<file path="config.mk">
export PLATFORM = sky130hd
export DESIGN_NAME = wr_lane_steer
export DESIGN_NICKNAME = d
export VERILOG_FILES = /design/src/rtl/wls_pkg.sv /design/src/rtl/wls_decode.sv /design/src/rtl/wls_seq.sv /design/src/rtl/wr_lane_steer.sv
export SDC_FILE = /design/constraint.sdc
export NUM_CORES = 1
export LEC_CHECK = 0
export ABC_AREA = 1
export BUFFER_PORTS_ARGS = -buffer_cell sky130_fd_sc_hd__buf_2
export CAP_MARGIN = 0
export CORE_MARGIN = 3
export CORE_UTILIZATION = 41
export DETAILED_ROUTE_END_ITERATION = 6
export SLEW_MARGIN = 20
export SYNTH_ARGS = -nofsm -noshare
export SYNTH_HDL_FRONTEND = slang
export SYNTH_SLANG_ARGS = --single-unit
</file>
<file path="constraint.sdc">
create_clock -name clk -period 3.7 [get_ports clk]
set_input_delay 0.925 -clock clk [delete_from_list [all_inputs] [get_ports clk]]
set_output_delay 0.925 -clock clk [all_outputs]
set_load 0.02 [all_outputs]
</file>
<file path="src/rtl/wls_pkg.sv">
package wls_pkg;
  localparam logic [1:0] SZ_WORD = 2'b00;
  localparam logic [1:0] SZ_BYTE = 2'b01;
  localparam logic [1:0] SZ_HALF = 2'b10;

  typedef enum logic [1:0] {
    ST_IDLE   = 2'b00,
    ST_SINGLE = 2'b01,
    ST_FIRST  = 2'b10,
    ST_SECOND = 2'b11
  } wls_state_e;
endpackage

</file>
<file path="src/rtl/wls_decode.sv">
module wls_decode
  import wls_pkg::*;
#(
  parameter int LANE_W = 8
) (
  input  logic [1:0]          size,
  input  logic [1:0]          off,
  input  logic [4*LANE_W-1:0] word,
  input  logic                p16,
  output logic [3:0]          lane_en,
  output logic [4*LANE_W-1:0] lane_data,
  output logic                split,
  output logic                illegal
);
  localparam int LANES = 4;

  logic [1:0] src [LANES];

  always_comb begin
    lane_en = '0;
    split   = 1'b0;
    illegal = 1'b0;
    for (int j = 0; j < LANES; j++) src[j] = 2'd0;
    unique case (size)
      SZ_BYTE: begin
        if (p16) begin
          if (off[0]) begin lane_en[2] = 1'b1; src[2] = off; end
          else        begin lane_en[3] = 1'b1; src[3] = off; end
        end else begin
          lane_en[3] = 1'b1;        src[3] = off;
          lane_en[2] = off[0];      src[2] = off;
          lane_en[1] = (off == 2'b10); src[1] = 2'd2;
          lane_en[0] = (off == 2'b11); src[0] = 2'd3;
        end
      end
      SZ_HALF: begin
        if (off[0]) illegal = 1'b1;
        else begin
          lane_en[3:2] = 2'b11;
          src[3] = {off[1], 1'b0};
          src[2] = {off[1], 1'b1};
          if (!p16 && off[1]) begin
            lane_en[1:0] = 2'b11;
            src[1] = 2'd2;
            src[0] = 2'd3;
          end
        end
      end
      SZ_WORD: begin
        if (off != 2'b00) illegal = 1'b1;
        else if (p16) begin
          split = 1'b1;
          lane_en[3:2] = 2'b11;
          src[3] = 2'd0;
          src[2] = 2'd1;
        end else begin
          lane_en = 4'b1111;
          for (int j = 0; j < LANES; j++) src[j] = 2'(LANES - 1 - j);
        end
      end
      default: illegal = 1'b1;
    endcase
  end

  // lane j (j = 3 is the most significant lane) picks operand src[j]
  for (genvar j = 0; j < LANES; j++) begin : g_lane
    logic [LANE_W-1:0] pick;
    always_comb begin
      pick = '0;
      for (int k = 0; k < LANES; k++)
        if (src[j] == 2'(k)) pick = word[(LANES-1-k)*LANE_W +: LANE_W];
    end
    assign lane_data[j*LANE_W +: LANE_W] = lane_en[j] ? pick : '0;
  end
endmodule

</file>
<file path="src/rtl/wls_seq.sv">
module wls_seq
  import wls_pkg::*;
#(
  parameter int LANE_W = 8
) (
  input  logic                clk,
  input  logic                rst_n,
  input  logic                req_valid,
  output logic                req_ready,
  input  logic [1:0]          req_off,
  input  logic [2*LANE_W-1:0] req_low_half,
  input  logic [3:0]          dec_en,
  input  logic [4*LANE_W-1:0] dec_data,
  input  logic                dec_split,
  input  logic                dec_illegal,
  input  logic                ext_done,
  output logic                ext_valid,
  output logic [4*LANE_W-1:0] ext_data,
  output logic [3:0]          ext_lane_en,
  output logic [1:0]          ext_addr_lo,
  output logic                ext_atomic,
  output logic                req_illegal
);
  localparam int BUS_W = 4 * LANE_W;

  wls_state_e          state;
  logic [2*LANE_W-1:0] hi_q;
  logic                accept;

  assign req_ready  = (state == ST_IDLE);
  assign accept     = req_valid && req_ready;
  assign ext_valid  = (state != ST_IDLE);
  assign ext_atomic = (state == ST_FIRST) || (state == ST_SECOND);

  always_ff @(posedge clk or negedge rst_n) begin
    if (!rst_n) begin
      state       <= ST_IDLE;
      hi_q        <= '0;
      ext_data    <= '0;
      ext_lane_en <= '0;
      ext_addr_lo <= '0;
      req_illegal <= 1'b0;
    end else begin
      req_illegal <= 1'b0;
      unique case (state)
        ST_IDLE: begin
          if (accept) begin
            if (dec_illegal) begin
              req_illegal <= 1'b1;
            end else begin
              ext_data    <= dec_data;
              ext_lane_en <= dec_en;
              ext_addr_lo <= dec_split ? 2'b00 : req_off;
              hi_q        <= req_low_half;
              state       <= dec_split ? ST_FIRST : ST_SINGLE;
            end
          end
        end
        ST_FIRST: begin
          if (ext_done) begin
            ext_data    <= {hi_q, {(BUS_W/2){1'b0}}};
            ext_lane_en <= 4'b1100;
            ext_addr_lo <= 2'b10;
            state       <= ST_SECOND;
          end
        end
        default: begin
          if (ext_done) begin
            ext_data    <= '0;
            ext_lane_en <= '0;
            state       <= ST_IDLE;
          end
        end
      endcase
    end
  end

  AST_HOLD_UNTIL_DONE: assert property (@(posedge clk) disable iff (!rst_n)
    ext_valid && !ext_done |=> ext_valid && $stable(ext_data) && $stable(ext_lane_en) && $stable(ext_addr_lo));
  AST_BUSY_BLOCKS_REQ: assert property (@(posedge clk) disable iff (!rst_n)
    ext_valid |-> !req_ready);
  AST_ILLEGAL_NO_XFER: assert property (@(posedge clk) disable iff (!rst_n)
    req_illegal |-> !ext_valid && req_ready);
  AST_SPLIT_CONTINUES: assert property (@(posedge clk) disable iff (!rst_n)
    ext_atomic && ext_done && !ext_addr_lo[1] |=> ext_atomic && ext_valid && ext_addr_lo[1]);
  AST_ATOMIC_RELEASE: assert property (@(posedge clk) disable iff (!rst_n)
    ext_atomic && ext_done && ext_addr_lo[1] |=> !ext_atomic && !ext_valid);
endmodule

</file>
<file path="src/rtl/wr_lane_steer.sv">
module wr_lane_steer
  import wls_pkg::*;
#(
  parameter int LANE_W = 8
) (
  input  logic                clk,
  input  logic                rst_n,
  input  logic                bus16_mode,
  input  logic                req_valid,
  output logic                req_ready,
  input  logic [1:0]          req_size,
  input  logic [1:0]          req_off,
  input  logic [4*LANE_W-1:0] req_data,
  input  logic                req_port16,
  output logic                req_illegal,
  output logic                ext_valid,
  input  logic                ext_done,
  output logic [4*LANE_W-1:0] ext_data,
  output logic [3:0]          ext_lane_en,
  output logic [1:0]          ext_addr_lo,
  output logic                ext_atomic
);
  localparam int BUS_W = 4 * LANE_W;

  logic [3:0]       dec_en;
  logic [BUS_W-1:0] dec_data;
  logic             dec_split;
  logic             dec_illegal;

  wls_decode #(.LANE_W(LANE_W)) u_decode (
    .size      (req_size),
    .off       (req_off),
    .word      (req_data),
    .p16       (req_port16 | bus16_mode),
    .lane_en   (dec_en),
    .lane_data (dec_data),
    .split     (dec_split),
    .illegal   (dec_illegal)
  );

  wls_seq #(.LANE_W(LANE_W)) u_seq (
    .clk          (clk),
    .rst_n        (rst_n),
    .req_valid    (req_valid),
    .req_ready    (req_ready),
    .req_off      (req_off),
    .req_low_half (req_data[2*LANE_W-1:0]),
    .dec_en       (dec_en),
    .dec_data     (dec_data),
    .dec_split    (dec_split),
    .dec_illegal  (dec_illegal),
    .ext_done     (ext_done),
    .ext_valid    (ext_valid),
    .ext_data     (ext_data),
    .ext_lane_en  (ext_lane_en),
    .ext_addr_lo  (ext_addr_lo),
    .ext_atomic   (ext_atomic),
    .req_illegal  (req_illegal)
  );

  for (genvar j = 0; j < 4; j++) begin : g_chk
    AST_UNDRIVEN_ZERO: assert property (@(posedge clk) disable iff (!rst_n)
      !ext_lane_en[j] |-> ext_data[j*LANE_W +: LANE_W] == '0);
  end
endmodule

</file>
### Word level (Yosys, flattened, before mapping)

Cells that the tools add are included.

* eq/ne operators: 21
* multiplexer cells: 66
* bitwise logic cells: 2
* reductions and logical operators: 17

Operator list (count)
* $mux 8: 22
* $mux 32: 4
* $pmux 32 s2: 1
* $mux 4: 9
* $mux 2: 15
* $eq 2x2->1 const B: 13
* $pmux 8 s3: 1
* $logic_not 2->1: 6
* $pmux 4 s3: 1
* $eq 2x1->1 const B: 5
* $mux 1: 9
* $pmux 2 s2: 2
* $pmux 4 s2: 1
* $reduce_and 4->1: 2
* $reduce_bool 2->1: 4
* $ne 2x2->1 const B: 3
* $pmux 1 s3: 1
* $reduce_and 3->1: 1
* $logic_and 1x1->1: 2
* $logic_not 1->1: 1
* $logic_or 1x1->1: 1
* $not 1->1: 1
* $or 1x1->1: 1

* register bits after elaboration: 57
* input bits: 42
* output and inout bits: 42
* logic and storage cells: 112

### Longest topological paths before layout

* depth in word-level cells: 15
* gate-level depth with buffers: 14
* depth with buffers taken out: 13

### Modules after synthesis

Synthesis repeated with hierarchy kept, for this count alone.

* cell total of the unflattened synthesis: 524
* area total of the unflattened synthesis: 3564.7 sq um

Modules (own cells, without submodules)
* wls_seq: times used 1, cells each 355, area each 2752.6 sq um, sequential area each 1426.4 sq um
* wls_decode: times used 1, cells each 166, area each 800.8 sq um, sequential area each 0.0 sq um
* wr_lane_steer: times used 1, cells each 3, area each 11.3 sq um, sequential area each 0.0 sq um

### Worst setup path after synthesis

Ideal clock, no wire load.

* path kind: input to register
* start point: input req_port16
* end point: register u_seq.ext_data[28]
* arrival time: 1.928 ns
* data required time: 3.583 ns
* path slack: 1.655 ns
* cell stages on the path: 14
* cells stage by stage: inv_1 -> nand2_1 -> nand2_1 -> nand3_2 -> nand2_1 -> buf_4 -> nand2_1 -> nand3_1 -> nand2_1 -> nand2_1 -> nand2_1 -> nand2_1 -> nand2_1 -> nand2_1

* longest elaborated chain between the ends: 12
* elaborated cells between the ends (all ways): 17
* classes of those cells: eq/ne: 3; mux: 12; bitwise: 1; reduce/logical: 1

RTL lines
* from (decl): RTL line wr_lane_steer.sv:14 `input logic req_port16,`
* $or 1x1->1 *: RTL line wr_lane_steer.sv:34 `.p16 (req_port16 | bus16_mode),`
* $mux 4: RTL line wls_decode.sv:26 `if (p16) begin`
* $pmux 8 s3: RTL line wls_decode.sv:24 `unique case (size)`
* $logic_not 2->1: RTL line wls_decode.sv:71 `if (src[j] == 2'(k)) pick = word[(LANES-1-k)*LANE_W +: LANE_W];`
* $mux 8 (4 in a row): RTL line wls_decode.sv:71
* $mux 8 *: RTL line wls_decode.sv:73 `assign lane_data[j*LANE_W +: LANE_W] = lane_en[j] ? pick : '0;`
* $mux 32 *: RTL line wls_seq.sv:48 `if (dec_illegal) begin`
* $mux 32 *: RTL line wls_seq.sv:47 `if (accept) begin`
* $pmux 32 s2 *: RTL line wls_seq.sv:45 `unique case (state)`
* to (signal assigned): RTL line wls_seq.sv:51 `ext_data <= dec_data;`
* to (signal assigned): RTL line wls_seq.sv:61 `ext_data <= {hi_q, {(BUS_W/2){1'b0}}};`
* to (decl): RTL line wls_seq.sv:18 `output logic [4*LANE_W-1:0] ext_data,`

Mark *: on every way between the ends. The rest lies on a longest branch, timed or not. The select of a mux whose other input is x is not followed.
A chain may end at the register's enable or synchronous reset.

### Worst setup path in the final report

* start point: input req_size[1]
* end point: register u_seq.ext_data[10]

* longest elaborated chain between the ends: 11
* elaborated cells between the ends (all ways): 20
* classes of those cells: eq/ne: 6; mux: 11; reduce/logical: 3

RTL lines
* from (decl): RTL line wr_lane_steer.sv:11 `input logic [1:0] req_size,`
* $eq 2x2->1 (tied with other cells): RTL line wls_decode.sv:24
* $pmux 8 s3: RTL line wls_decode.sv:24
* $logic_not 2->1: RTL line wls_decode.sv:71
* $mux 8 (4 in a row): RTL line wls_decode.sv:71
* $mux 8: RTL line wls_decode.sv:73
* $mux 32: RTL line wls_seq.sv:48
* $mux 32: RTL line wls_seq.sv:47
* $pmux 32 s2: RTL line wls_seq.sv:45

Parallel ways exist; a longest one is shown, timed or not. The select of a mux whose other input is x is not followed.

==> flow_summary.json <==
{
  "gr-usage-all-layers_pct": 22.2,
  "ys_ff_latch": 57,
  "cts_sinks": 57,
  "power.share.switching_pct": 38.7,
  "synthTopCellsByArea": "dfrtp_1 44%, nand2_1 25%, o21ai_0 5.8%",
  "finalHoldViolations": 0,
  "yosysTopAreaCell": "dfrtp_1",
  "ios": 84,
  "rows": 31,
  "start_util_pct": 43.5,
  "yosysSeqAreaShare_pct": 43.8,
  "antennaDiodeCount": 0,
  "clk_latency_ns": 0.34,
  "drc": 0,
  "vdd_ir_drop_max_mv": 0.315,
  "drive_gt1_share_pct": 23.1,
  "maxCapViolCount": 0,
  "fin_crit_sh_pct": 67.4,
  "cp_slowest_cell": "nand2_2",
  "cts_tree": "yes",
  "post-cts-setup-buffers": 0,
  "power_frac_seq_pct": 38.1,
  "dp_hpwl_um": 6990,
  "crit_type": "primary input to register",
  "crit_chain": "buf_2 > inv_2 > nor2_1 > nand2_1 > nand3_1 > nand2_2 > nand2_1 > inv_2 > buf_4 > nand2_1 > o21ai_0",
  "avgRoutedWirePerCell_um": 14.3,
  "overflow": 0,
  "min_path_type": "register to register",
  "vias_per_cell": 4.99,
  "layout_min_cycle_time_ns": 2.49,
  "syn_area_um2": 3260,
  "internal_power_w": 0.00150,
  "cp-end-kind": "register",
  "clk_pin_slew_ns": 0.07,
  "slew_headroom_pct": 51.8,
  "holdBufCountCts": 0,
  "clkPwrFrac_pct": 27.6,
  "drt_wl_total_um": 9430,
  "layout_common_cells": "219 x nand2_1, 83 x buf_2, 57 x dfrtp_1",
  "critPathArrivalTime_ns": 2.75,
  "netSwitchingPower_w": 0.000946,
  "worstMarginPinSlew_ns": 0.723,
  "die-width_um": 95.1,
  "clock_path_buffers": 2,
  "crit_family": "simple AND/OR/NAND/NOR gates",
  "cts_made_buffers": 9,
  "place_inst": 645,
  "synth_cell_types": 25,
  "syn_nets": 517,
  "drv_slew": 0,
  "yosysWarningCount": 0,
  "final_common_cell": "nand2_1",
  "cp.required_ns": 3.96,
  "critPathLaunch": "req_size[1]",
  "core_region_area_um2": 7490,
  "p_leak_nw": 2.42,
  "cts_root_buf": "clkbuf_8",
  "rsz0062_at_grt": "no",
  "avgSynthCellArea_um2": 6.86,
  "drt_iter0_drc": 274,
  "syn2layout_area_growth_pct": 21.7,
  "fmaxAchievable_mhz": 401,
  "status": "finished clean",
  "path_common_cell": "nand2_1",
  "grt_max_degree": 58,
  "cp_num_buf_inv": 4,
  "start_kind": "primary input",
  "die_area_um2": 9050,
  "synth_top_area_share_pct": 43.8,
  "routabilityCongestion": 0.943,
  "critical-path-max-stage-delay_ns": 0.43,
  "synthCells": 475,
  "fin_skew_ns": 0.0100,
  "first_pass_iters": 5,
  "ctsResizeCount": 0,
  "die_height_um": 95.1,
  "final_nets": 599,
  "grt_pass1_vias": 3067,
  "setup_violations": 0,
  "p_per_area_nw_per_um2": 616,
  "setup_tns_ns": 0,
  "finalNonFillerCells": 661,
  "dr_total_vias": 3298,
  "antenna_found_initial": 0,
  "grt_pass1_wl_um": 15400,
  "cp_max_fo": 34,
  "port_buffers": 83,
  "power_frac_comb_pct": 34.3,
  "ant_nets": 0,
  "r2r-start": "u_seq.state[1]",
  "holdCritStartpoint": "u_seq.ext_data[25]",
  "h-tree-depth": 3
}
## synth_stat cells
cell type / n
dfrtp_1: 57
o21ai_0: 38
o21ai_1: 7
o21ai_2: 1
a21oi_2: 1
nor2_1: 18
nor3_2: 1
clkbuf_1: 5
nand3_1: 17
or2_2: 1
o31ai_1: 1
a31oi_4: 1
inv_1: 48
a31oi_1: 1
inv_2: 7
buf_4: 7
buf_2: 4
nand4_1: 7
a21oi_1: 18
nand2_2: 4
nor2_4: 3
nand2_4: 1
nor2_2: 5
nand3_2: 3
nand2_1: 219
## final cells by class
class / instances / area (um2)
inverter: 55 / 206
tap: 99 / 124
clock inverter: 4 / 75.1
multi-input combinational: 347 / 1530
timing repair buffer: 87 / 445
fill: 775 / 3520
sequential: 57 / 1430
clock buffer: 12 / 155
## worst min-delay path: stages (launching register included)
cell,delay (ns)
dfrtp_1,0.34
nand2_1,0.05
nand2_1,0.05
## registers in the layout, summed over array words and instances (netlist names)
register,cells
u_seq.ext_addr_lo,2
u_seq.ext_data,32
u_seq.ext_lane_en,4
u_seq.hi_q,16
u_seq.req_illegal,1
u_seq.state,2
## worst paths after layout
path                                   endpoint  slack (ns)  depth (start not counted)
min in group asynchronous  u_seq.ext_lane_en[0]        0.72                          2
setup reg to reg             u_seq.ext_data[10]        1.47                          9
max in group asynchronous        u_seq.hi_q[11]        2.50                          2
hold / removal               u_seq.ext_data[25]        0.48                          2
setup / recovery             u_seq.ext_data[10]        1.21                         11
hold reg to reg              u_seq.ext_data[25]        0.48                          2
## per-layer routing
metal,global-route usage (%),share of wire [%]
met5,0,0
met4,6.61,1.6
met3,5.29,7.0
met2,34.6,46
met1,30.6,45
## logic make-up after synthesis
logic type | Yosys count | share of synthesized area (%)
buffers and inverters | 71 | 9.14
AOI/OAI and AO/OA | 68 | 11.3
DFF | 57 | 43.8
and+or+nand+nor | 279 | 35.8
## power by group through the flow
| stage | clock network, W | registers (W) | logic, W |
|---|---|---|---|
| floorplan | 0 | 0.00105 | 0.000457 |
| global placement | 0 | 0.000941 | 0.000838 |
| detailed placement | 0 | 0.000940 | 0.000843 |
| CTS | 0.000683 | 0.000930 | 0.000848 |
| global route | 0.000716 | 0.000957 | 0.000947 |
| finish | 0.000674 | 0.000931 | 0.000839 |
## through the flow
step / total power (W) / setup WS [ns] / hold slack [ns] / cell area [um2] / util, %
CTS: 0.00246 / 1.18 / 0.481 / 3970 / 53.0
finish: 0.00244 / 1.21 / 0.477 / 3970 / 53.0
floorplan: 0.00151 / 1.66 / 0.453 / 3260 / -
global placement: 0.00178 / 0.920 / 0.463 / 3740 / 49.9
detailed placement: 0.00178 / 0.852 / 0.462 / 3740 / 49.9
global route: 0.00262 / 0.930 / 0.504 / 3970 / 53.0
No activity file was read; power rests on OpenSTA's default activity.
